### src/rtl/skip_eval_pkg.sv
package skip_eval_pkg;

  // Opcode that marks the skip class, held in the five MSBs of the word.
  localparam logic [4:0] SKIP_GROUP_CODE = 5'b11010;

  // Positions within the word, using LSB-0 indexing. The neighbouring
  // decode depends on these positions, so they are fixed here.
  localparam int OP_MSB   = 23;
  localparam int OP_LSB   = 19;
  localparam int INV_POS  = 17;
  localparam int IOPOS_BIT = 12;
  localparam int OVCLR_BIT = 11;
  localparam int ACNEG_BIT = 10;
  localparam int ACPOS_BIT = 9;
  localparam int ACZ_BIT   = 8;

  // Strobes that the control module sends to the datapath.
  typedef struct packed {
    logic load;    // capture a new result
    logic clrOv;   // request an overflow clear
    logic doSkip;  // advance by two
  } ctlStrobes_t;

endpackage

### src/rtl/skip_eval_ctl.sv
module skip_eval_ctl
  import skip_eval_pkg::*;
#(
  parameter int WORD_W = 24,
  parameter int SW_W   = 8
) (
  input  logic              instValid,
  input  logic [WORD_W-1:0] instWord,
  input  logic [WORD_W-1:0] acc,
  input  logic [WORD_W-1:0] ioReg,
  input  logic              ovFlag,
  input  logic [SW_W-1:0]   senseSw,
  output ctlStrobes_t       strobes
);

  localparam int SIGN_POS = WORD_W - 1;

  logic            isGroup;
  logic            invSel;
  logic            accZero;
  logic            accNeg;
  logic            ioNeg;
  logic [4:0]      condHit;
  logic [SW_W-1:0] swHit;
  logic            rawSkip;
  logic            unusedFields;

  assign isGroup = (instWord[OP_MSB:OP_LSB] == SKIP_GROUP_CODE);
  assign invSel  = instWord[INV_POS];
  assign accZero = (acc == '0);
  assign accNeg  = acc[SIGN_POS];
  assign ioNeg   = ioReg[SIGN_POS];

  // Each register or flag test is qualified by its own select bit.
  assign condHit[0] = instWord[ACZ_BIT]   & accZero;
  assign condHit[1] = instWord[ACPOS_BIT] & ~accNeg;
  assign condHit[2] = instWord[ACNEG_BIT] & accNeg;
  assign condHit[3] = instWord[OVCLR_BIT] & ~ovFlag;
  assign condHit[4] = instWord[IOPOS_BIT] & ~ioNeg;

  // One AND term per sense switch.
  for (genvar k = 0; k < SW_W; k++) begin : g_sw
    assign swHit[k] = instWord[k] & senseSw[k];
  end

  assign rawSkip = (|condHit) | (|swHit);

  // Word bits that this class does not decode.
  assign unusedFields = ^{instWord[18], instWord[16:13]};

  always_comb begin
    strobes        = '0;
    strobes.load   = instValid & isGroup;
    strobes.clrOv  = strobes.load & instWord[OVCLR_BIT];
    strobes.doSkip = strobes.load & (rawSkip ^ invSel);
  end

endmodule

### src/rtl/skip_eval_dp.sv
module skip_eval_dp
  import skip_eval_pkg::*;
#(
  parameter int PC_W = 16
) (
  input  logic            clk,
  input  logic            rstN,
  input  ctlStrobes_t     strobes,
  input  logic [PC_W-1:0] pcIn,
  output logic [PC_W-1:0] pcNext,
  output logic            resultValid,
  output logic            ovClear
);

  localparam logic [PC_W-1:0] STEP_ONE = PC_W'(1);
  localparam logic [PC_W-1:0] STEP_TWO = PC_W'(2);

  logic [PC_W-1:0] pcStep;
  logic [PC_W-1:0] pcSum;

  assign pcStep = strobes.doSkip ? STEP_TWO : STEP_ONE;
  assign pcSum  = pcIn + pcStep;

  always_ff @(posedge clk) begin
    if (!rstN) begin
      pcNext      <= '0;
      resultValid <= 1'b0;
      ovClear     <= 1'b0;
    end else begin
      resultValid <= strobes.load;
      ovClear     <= strobes.clrOv;
      if (strobes.load) pcNext <= pcSum;
    end
  end

endmodule

### src/rtl/skip_eval_top.sv
module skip_eval_top
  import skip_eval_pkg::*;
#(
  parameter int WORD_W = 24,
  parameter int PC_W   = 16,
  parameter int SW_W   = 8
) (
  input  logic              clk,
  input  logic              rstN,
  input  logic              instValid,
  input  logic [WORD_W-1:0] instWord,
  input  logic [WORD_W-1:0] acc,
  input  logic [WORD_W-1:0] ioReg,
  input  logic              ovFlag,
  input  logic [SW_W-1:0]   senseSw,
  input  logic [PC_W-1:0]   pcIn,
  output logic [PC_W-1:0]   pcNext,
  output logic              resultValid,
  output logic              ovClear
);

  ctlStrobes_t strobes;

  skip_eval_ctl #(.WORD_W(WORD_W), .SW_W(SW_W)) ctl_i (
    .instValid(instValid),
    .instWord (instWord),
    .acc      (acc),
    .ioReg    (ioReg),
    .ovFlag   (ovFlag),
    .senseSw  (senseSw),
    .strobes  (strobes)
  );

  skip_eval_dp #(.PC_W(PC_W)) dp_i (
    .clk        (clk),
    .rstN       (rstN),
    .strobes    (strobes),
    .pcIn       (pcIn),
    .pcNext     (pcNext),
    .resultValid(resultValid),
    .ovClear    (ovClear)
  );

endmodule

### config.mk
export PLATFORM = sky130hd
export DESIGN_NAME = skip_eval_top
export DESIGN_NICKNAME = d
export VERILOG_FILES = /design/src/rtl/skip_eval_pkg.sv /design/src/rtl/skip_eval_ctl.sv /design/src/rtl/skip_eval_dp.sv /design/src/rtl/skip_eval_top.sv
export SDC_FILE = /design/constraint.sdc
export NUM_CORES = 1
export LEC_CHECK = 0
export CAP_MARGIN = 15
export CORE_MARGIN = 4
export CORE_UTILIZATION = 30
export DETAILED_ROUTE_END_ITERATION = 12
export PLACE_DENSITY = 0.82
export SETUP_SLACK_MARGIN = 0.1
export SYNTH_ARGS = -nofsm -noshare
export SYNTH_HDL_FRONTEND = slang
export SYNTH_SLANG_ARGS = --single-unit
### constraint.sdc
create_clock -name clk -period 7.78 [get_ports clk]
set_clock_uncertainty 0.2 [all_clocks]
set_input_delay 1.945 -clock clk [delete_from_list [all_inputs] [get_ports clk]]
set_output_delay 1.945 -clock clk [all_outputs]
set_load 0.005 [all_outputs]
==> impl_metrics.prom <==
# TYPE chip_impl_metric gauge
chip_impl_info{name="run_status",value="complete, no violations"} 1
chip_impl_metric{name="antenna-diode-count",unit=""} 0
chip_impl_metric{name="syn-num-nets",unit=""} 226
chip_impl_metric{name="detail_route.vias_per_cell",unit=""} 4.66
chip_impl_metric{name="reg2reg_slack",unit="ns"} 6.90
chip_impl_info{name="critical_path_class",value="in2reg"} 1
chip_impl_metric{name="dpl-instance-area",unit="mm²"} 0.00201
chip_impl_metric{name="placeableCoreArea",unit="mm²"} 0.00339
chip_impl_info{name="synth_largest_area_cell",value="sky130_fd_sc_hd__dfxtp_1"} 1
chip_impl_metric{name="yosys_warn_count",unit=""} 0
chip_impl_metric{name="power.switching",unit="mW"} 0.0449
chip_impl_metric{name="count_of_nets_left_with_antenna_violations_after_detail_routing",unit=""} 0
chip_impl_metric{name="pin_count_of_the_biggest_net_entering_global_routing",unit=""} 35
chip_impl_info{name="worstHoldPathType",value="reg2reg"} 1
chip_impl_metric{name="final_design_area_no_fill",unit="mm²"} 0.00205
chip_impl_metric{name="drt-initial-drc-count",unit=""} 32
chip_impl_metric{name="synth_sequential_area_ratio",unit="%"} 33.8
chip_impl_metric{name="die_width",unit="µm"} 67.6
chip_impl_metric{name="clkLatencyLatePin",unit="ns"} 0.29
chip_impl_metric{name="layout.core_utilization",unit="%"} 60.4
chip_impl_metric{name="tritoncts.num_buffers",unit=""} 3
chip_impl_metric{name="antenna_violations_before_repair",unit=""} 0
chip_impl_metric{name="finalWeightedCongestion",unit=""} 0.714
chip_impl_metric{name="worst_slack",unit="ns"} 2.76
chip_impl_info{name="critPathLaunchType",value="input port"} 1
chip_impl_metric{name="cts.sink_count",unit=""} 18
chip_impl_metric{name="ir_worst_vdd",unit="mV"} 0.0649
chip_impl_metric{name="power_density",unit="mW/mm²"} 101
chip_impl_info{name="setup.worst_path.end_class",value="flip-flop"} 1
chip_impl_metric{name="dr.pass1.iters",unit=""} 4
chip_impl_metric{name="synth_enable_flop_cells",unit=""} 0
chip_impl_metric{name="maximum_level_of_the_cts_h_tree",unit=""} 1
chip_impl_info{name="post_synth_main_area_contributors",value="sky130_fd_sc_hd__dfxtp_1, sky130_fd_sc_hd__xor2_1, sky130_fd_sc_hd__o21ai_0"} 1
chip_impl_metric{name="grt_pass1_wl",unit="µm"} 5420
chip_impl_metric{name="place.detailed.instances",unit=""} 255
chip_impl_metric{name="ys_async_sr_fraction",unit="%"} 0
chip_impl_metric{name="route.detailed.wl_per_inst",unit="µm"} 13.3
chip_impl_metric{name="cp_data_required_time",unit="ns"} 7.76
chip_impl_metric{name="areaGrowthSynthToFinish",unit="%"} 91.9
chip_impl_metric{name="final_nets",unit=""} 317
chip_impl_metric{name="fmax",unit="MHz"} 199
chip_impl_metric{name="power.share.clock",unit="%"} 27.5
chip_impl_info{name="cts_tree",value="yes"} 1
chip_impl_metric{name="dp_slack",unit="ns"} 2.41
chip_impl_metric{name="io_pins",unit=""} 118
chip_impl_metric{name="floorplan.die_area",unit="mm²"} 0.00457
chip_impl_metric{name="synthDistinctLibCells",unit=""} 35
chip_impl_metric{name="vias",unit=""} 1208
chip_impl_metric{name="final_layout_size_suffix_gt1_share",unit="%"} 6.10
chip_impl_metric{name="count_of_state_elements_after_synthesis",unit=""} 18
chip_impl_metric{name="clock_path_buffers",unit=""} 2
chip_impl_metric{name="fillerInstances",unit=""} 304
chip_impl_info{name="dominant_synthesized_flop_cell",value="sky130_fd_sc_hd__dfxtp_1"} 1
chip_impl_metric{name="synth_area_per_cell",unit="µm²"} 8.67
chip_impl_metric{name="vert_die_dim",unit="µm"} 67.6
chip_impl_metric{name="final_max_tran_viols",unit=""} 0
chip_impl_metric{name="worstPathArrival",unit="ns"} 5.00
chip_impl_metric{name="drcViolationCount",unit=""} 0
chip_impl_metric{name="internal_power",unit="mW"} 0.162
chip_impl_info{name="reg2reg_to",value="dp_i.pcNext[10]"} 1
chip_impl_metric{name="finalSetupViolations",unit=""} 0
chip_impl_info{name="critPathLaunch",value="acc[1]"} 1
chip_impl_metric{name="tightest_slew",unit="ns"} 0.532
chip_impl_info{name="clk_root_buffer_cell",value="sky130_fd_sc_hd__clkbuf_4"} 1
chip_impl_metric{name="floorplan.rows",unit=""} 21
chip_impl_metric{name="pwr-share-comb",unit="%"} 27.2
chip_impl_info{name="critical_path.endpoint",value="dp_i.pcNext[10]"} 1
chip_impl_metric{name="swShare",unit="%"} 21.7
chip_impl_metric{name="totalWireLength",unit="µm"} 3450
chip_impl_info{name="unrepaired_setup_endpoints_after_global_routing",value="false"} 1
chip_impl_metric{name="setup-tns-final",unit="ns"} 0
chip_impl_metric{name="power_share_of_the_sequential_group",unit="%"} 45.3
chip_impl_metric{name="port_buffers",unit=""} 89
chip_impl_metric{name="syn_inst",unit=""} 123
chip_impl_metric{name="fin_total_pwr",unit="mW"} 0.207
chip_impl_info{name="rr_startpoint",value="dp_i.pcNext[10]"} 1
chip_impl_metric{name="grt_util_all_layers",unit="%"} 15.4
chip_impl_metric{name="grt_total_ovfl",unit=""} 0
chip_impl_metric{name="dp_hpwl",unit="µm"} 2900
chip_impl_metric{name="post-route-period-util",unit="%"} 64.5
chip_impl_metric{name="post_cts.repair.setup_buffers",unit=""} 0
chip_impl_metric{name="critical_path_peak_fanout",unit=""} 6
chip_impl_metric{name="syn_area",unit="mm²"} 0.00107
chip_impl_metric{name="timing.final.crit_period",unit="ns"} 5.02
chip_impl_metric{name="r2r_cells",unit=""} 2
chip_impl_metric{name="postCtsResizedCells",unit=""} 0
chip_impl_metric{name="cts-hold-fix-buffers",unit=""} 0
chip_impl_metric{name="hold_ws",unit="ns"} 0.308
chip_impl_metric{name="netlist.area_leader.share",unit="%"} 33.8
chip_impl_metric{name="final_hold_viol_count",unit=""} 0
chip_impl_metric{name="clk_transition_reported_paths",unit="ns"} 0.10
chip_impl_metric{name="start_util",unit="%"} 31.5
chip_impl_metric{name="first_global_vias",unit=""} 1253
chip_impl_metric{name="cellLeakagePower",unit="nW"} 0.777
chip_impl_metric{name="reported_max_cap_violation_count",unit=""} 0
chip_impl_metric{name="max_slew_margin",unit="%"} 64.4
chip_impl_metric{name="post_layout_nonfiller_instances",unit=""} 259
==> layer usage <==
layer | wire length, µm | vias to the layer above | track usage [%]
met5 | 0 | - | 0
met4 | 43 | 0 | 4.81
met3 | 208 | 4 | 3.16
met2 | 1780 | 39 | 28.3
met1 | 1420 | 535 | 17.4
li1 | - | 630 | -
==> cells in the final DEF (no fill, tap or decap) <==
master and n:
sky130_fd_sc_hd__o21ai_0 11, sky130_fd_sc_hd__nor2b_1 3, sky130_fd_sc_hd__or4b_1 1, sky130_fd_sc_hd__nand2_1 10, sky130_fd_sc_hd__nand4_1 2, sky130_fd_sc_hd__clkdlybuf4s50_1 89, sky130_fd_sc_hd__nand4_2 1, sky130_fd_sc_hd__ha_1 2
sky130_fd_sc_hd__or2_2 1, sky130_fd_sc_hd__mux2i_1 3, sky130_fd_sc_hd__and4_1 2, sky130_fd_sc_hd__inv_1 4, sky130_fd_sc_hd__buf_4 1, sky130_fd_sc_hd__nor4_1 5, sky130_fd_sc_hd__nand2b_1 1, sky130_fd_sc_hd__xnor2_1 6
sky130_fd_sc_hd__clkbuf_4 3, sky130_fd_sc_hd__nor4b_1 1, sky130_fd_sc_hd__clkbuf_8 1, sky130_fd_sc_hd__a22oi_1 4, sky130_fd_sc_hd__fa_1 1, sky130_fd_sc_hd__dfxtp_1 18, sky130_fd_sc_hd__nand3_1 4, sky130_fd_sc_hd__and3_1 2
sky130_fd_sc_hd__o211a_1 4, sky130_fd_sc_hd__nor2_1 4, sky130_fd_sc_hd__o221ai_1 1, sky130_fd_sc_hd__a21oi_1 9, sky130_fd_sc_hd__xor2_1 7, sky130_fd_sc_hd__nor4_2 1, sky130_fd_sc_hd__and2_1 1, sky130_fd_sc_hd__nor3b_4 1
sky130_fd_sc_hd__nand4b_1 1, sky130_fd_sc_hd__nor3_1 3, sky130_fd_sc_hd__and3_2 1, sky130_fd_sc_hd__or3_1 1, sky130_fd_sc_hd__a21oi_2 3
==> synthesized netlist by cell type (2+ instances only) <==
| cell | number |
|---|---|
| sky130_fd_sc_hd__dfxtp_1 | 18 |
| sky130_fd_sc_hd__o21ai_0 | 11 |
| sky130_fd_sc_hd__nand2_1 | 10 |
| sky130_fd_sc_hd__a21oi_1 | 9 |
| sky130_fd_sc_hd__xor2_1 | 7 |
| sky130_fd_sc_hd__xnor2_1 | 6 |
| sky130_fd_sc_hd__nor4_1 | 5 |
| sky130_fd_sc_hd__a22oi_1 | 4 |
| sky130_fd_sc_hd__inv_1 | 4 |
| sky130_fd_sc_hd__nand3_1 | 4 |
| sky130_fd_sc_hd__nor2_1 | 4 |
| sky130_fd_sc_hd__o211a_1 | 4 |
| sky130_fd_sc_hd__a21oi_2 | 3 |
| sky130_fd_sc_hd__buf_2 | 3 |
| sky130_fd_sc_hd__mux2i_1 | 3 |
| sky130_fd_sc_hd__nor2b_1 | 3 |
| sky130_fd_sc_hd__nor3_1 | 3 |
| sky130_fd_sc_hd__and3_1 | 2 |
| sky130_fd_sc_hd__and4_1 | 2 |
| sky130_fd_sc_hd__ha_1 | 2 |
| sky130_fd_sc_hd__nand4_1 | 2 |
==> state kept, by name (all words and copies together), names as in the netlist <==
name and count:
dp_i.pcNext 16, dp_i.ovClear 1, dp_i.resultValid 1
==> logic make-up after synthesis <==
group | Yosys count | share of synthesized area (%)
fa+ha+maj | 3 | 4.23
flops | 18 | 33.8
mux | 3 | 2.82
xor+xnor | 13 | 10.7
compound gates | 32 | 19.2
buf+inv | 8 | 3.17
simple gates | 46 | 26.1
==> power by group through the flow <==
stage	Clock [mW]	Sequential (mW)	Combinational, mW
after floorplan	0	0.0958	0.0128
after global placement	0	0.0957	0.0549
after detailed placement	0	0.0957	0.0561
after CTS	0.0594	0.0936	0.0565
after global routing	0.0636	0.0938	0.0604
final	0.0568	0.0936	0.0561
==> layout make-up <==
class	count	area (µm²)	share of cell area, %
timing repair buffer	90	898	43.9
multi-input combinational	97	678	33.1
sequential	18	360	17.6
tap	46	57.6	2.81
clock buffer	4	36.3	1.77
inverter	4	15.0	0.734
==> worst max-delay path: stages <==
cell                              delay (ns)
sky130_fd_sc_hd__clkdlybuf4s50_1        0.40
sky130_fd_sc_hd__nor4b_1                0.29
sky130_fd_sc_hd__and4_1                 0.22
sky130_fd_sc_hd__nand4_1                0.13
sky130_fd_sc_hd__and4_1                 0.25
sky130_fd_sc_hd__nor2_1                 0.21
sky130_fd_sc_hd__ha_1                   0.22
sky130_fd_sc_hd__inv_1                  0.06
sky130_fd_sc_hd__fa_1                   0.45
sky130_fd_sc_hd__or4b_1                 0.56
sky130_fd_sc_hd__xor2_1                 0.18
sky130_fd_sc_hd__a21oi_2                0.07
==> worst min path at each step <==
stage | start | end | slack (ns) | depth (start not counted)
detailed placement | dp_i.pcNext[1] | dp_i.pcNext[1] | 0.29 | 1
floorplan | dp_i.pcNext[1] | dp_i.pcNext[1] | 0.29 | 1
global route | dp_i.pcNext[4] | dp_i.pcNext[4] | 0.33 | 1
finish | dp_i.pcNext[1] | dp_i.pcNext[1] | 0.31 | 1
global placement | dp_i.pcNext[5] | dp_i.pcNext[5] | 0.28 | 1
CTS | dp_i.pcNext[1] | dp_i.pcNext[1] | 0.31 | 1
Power figures use the tool's default switching activity.
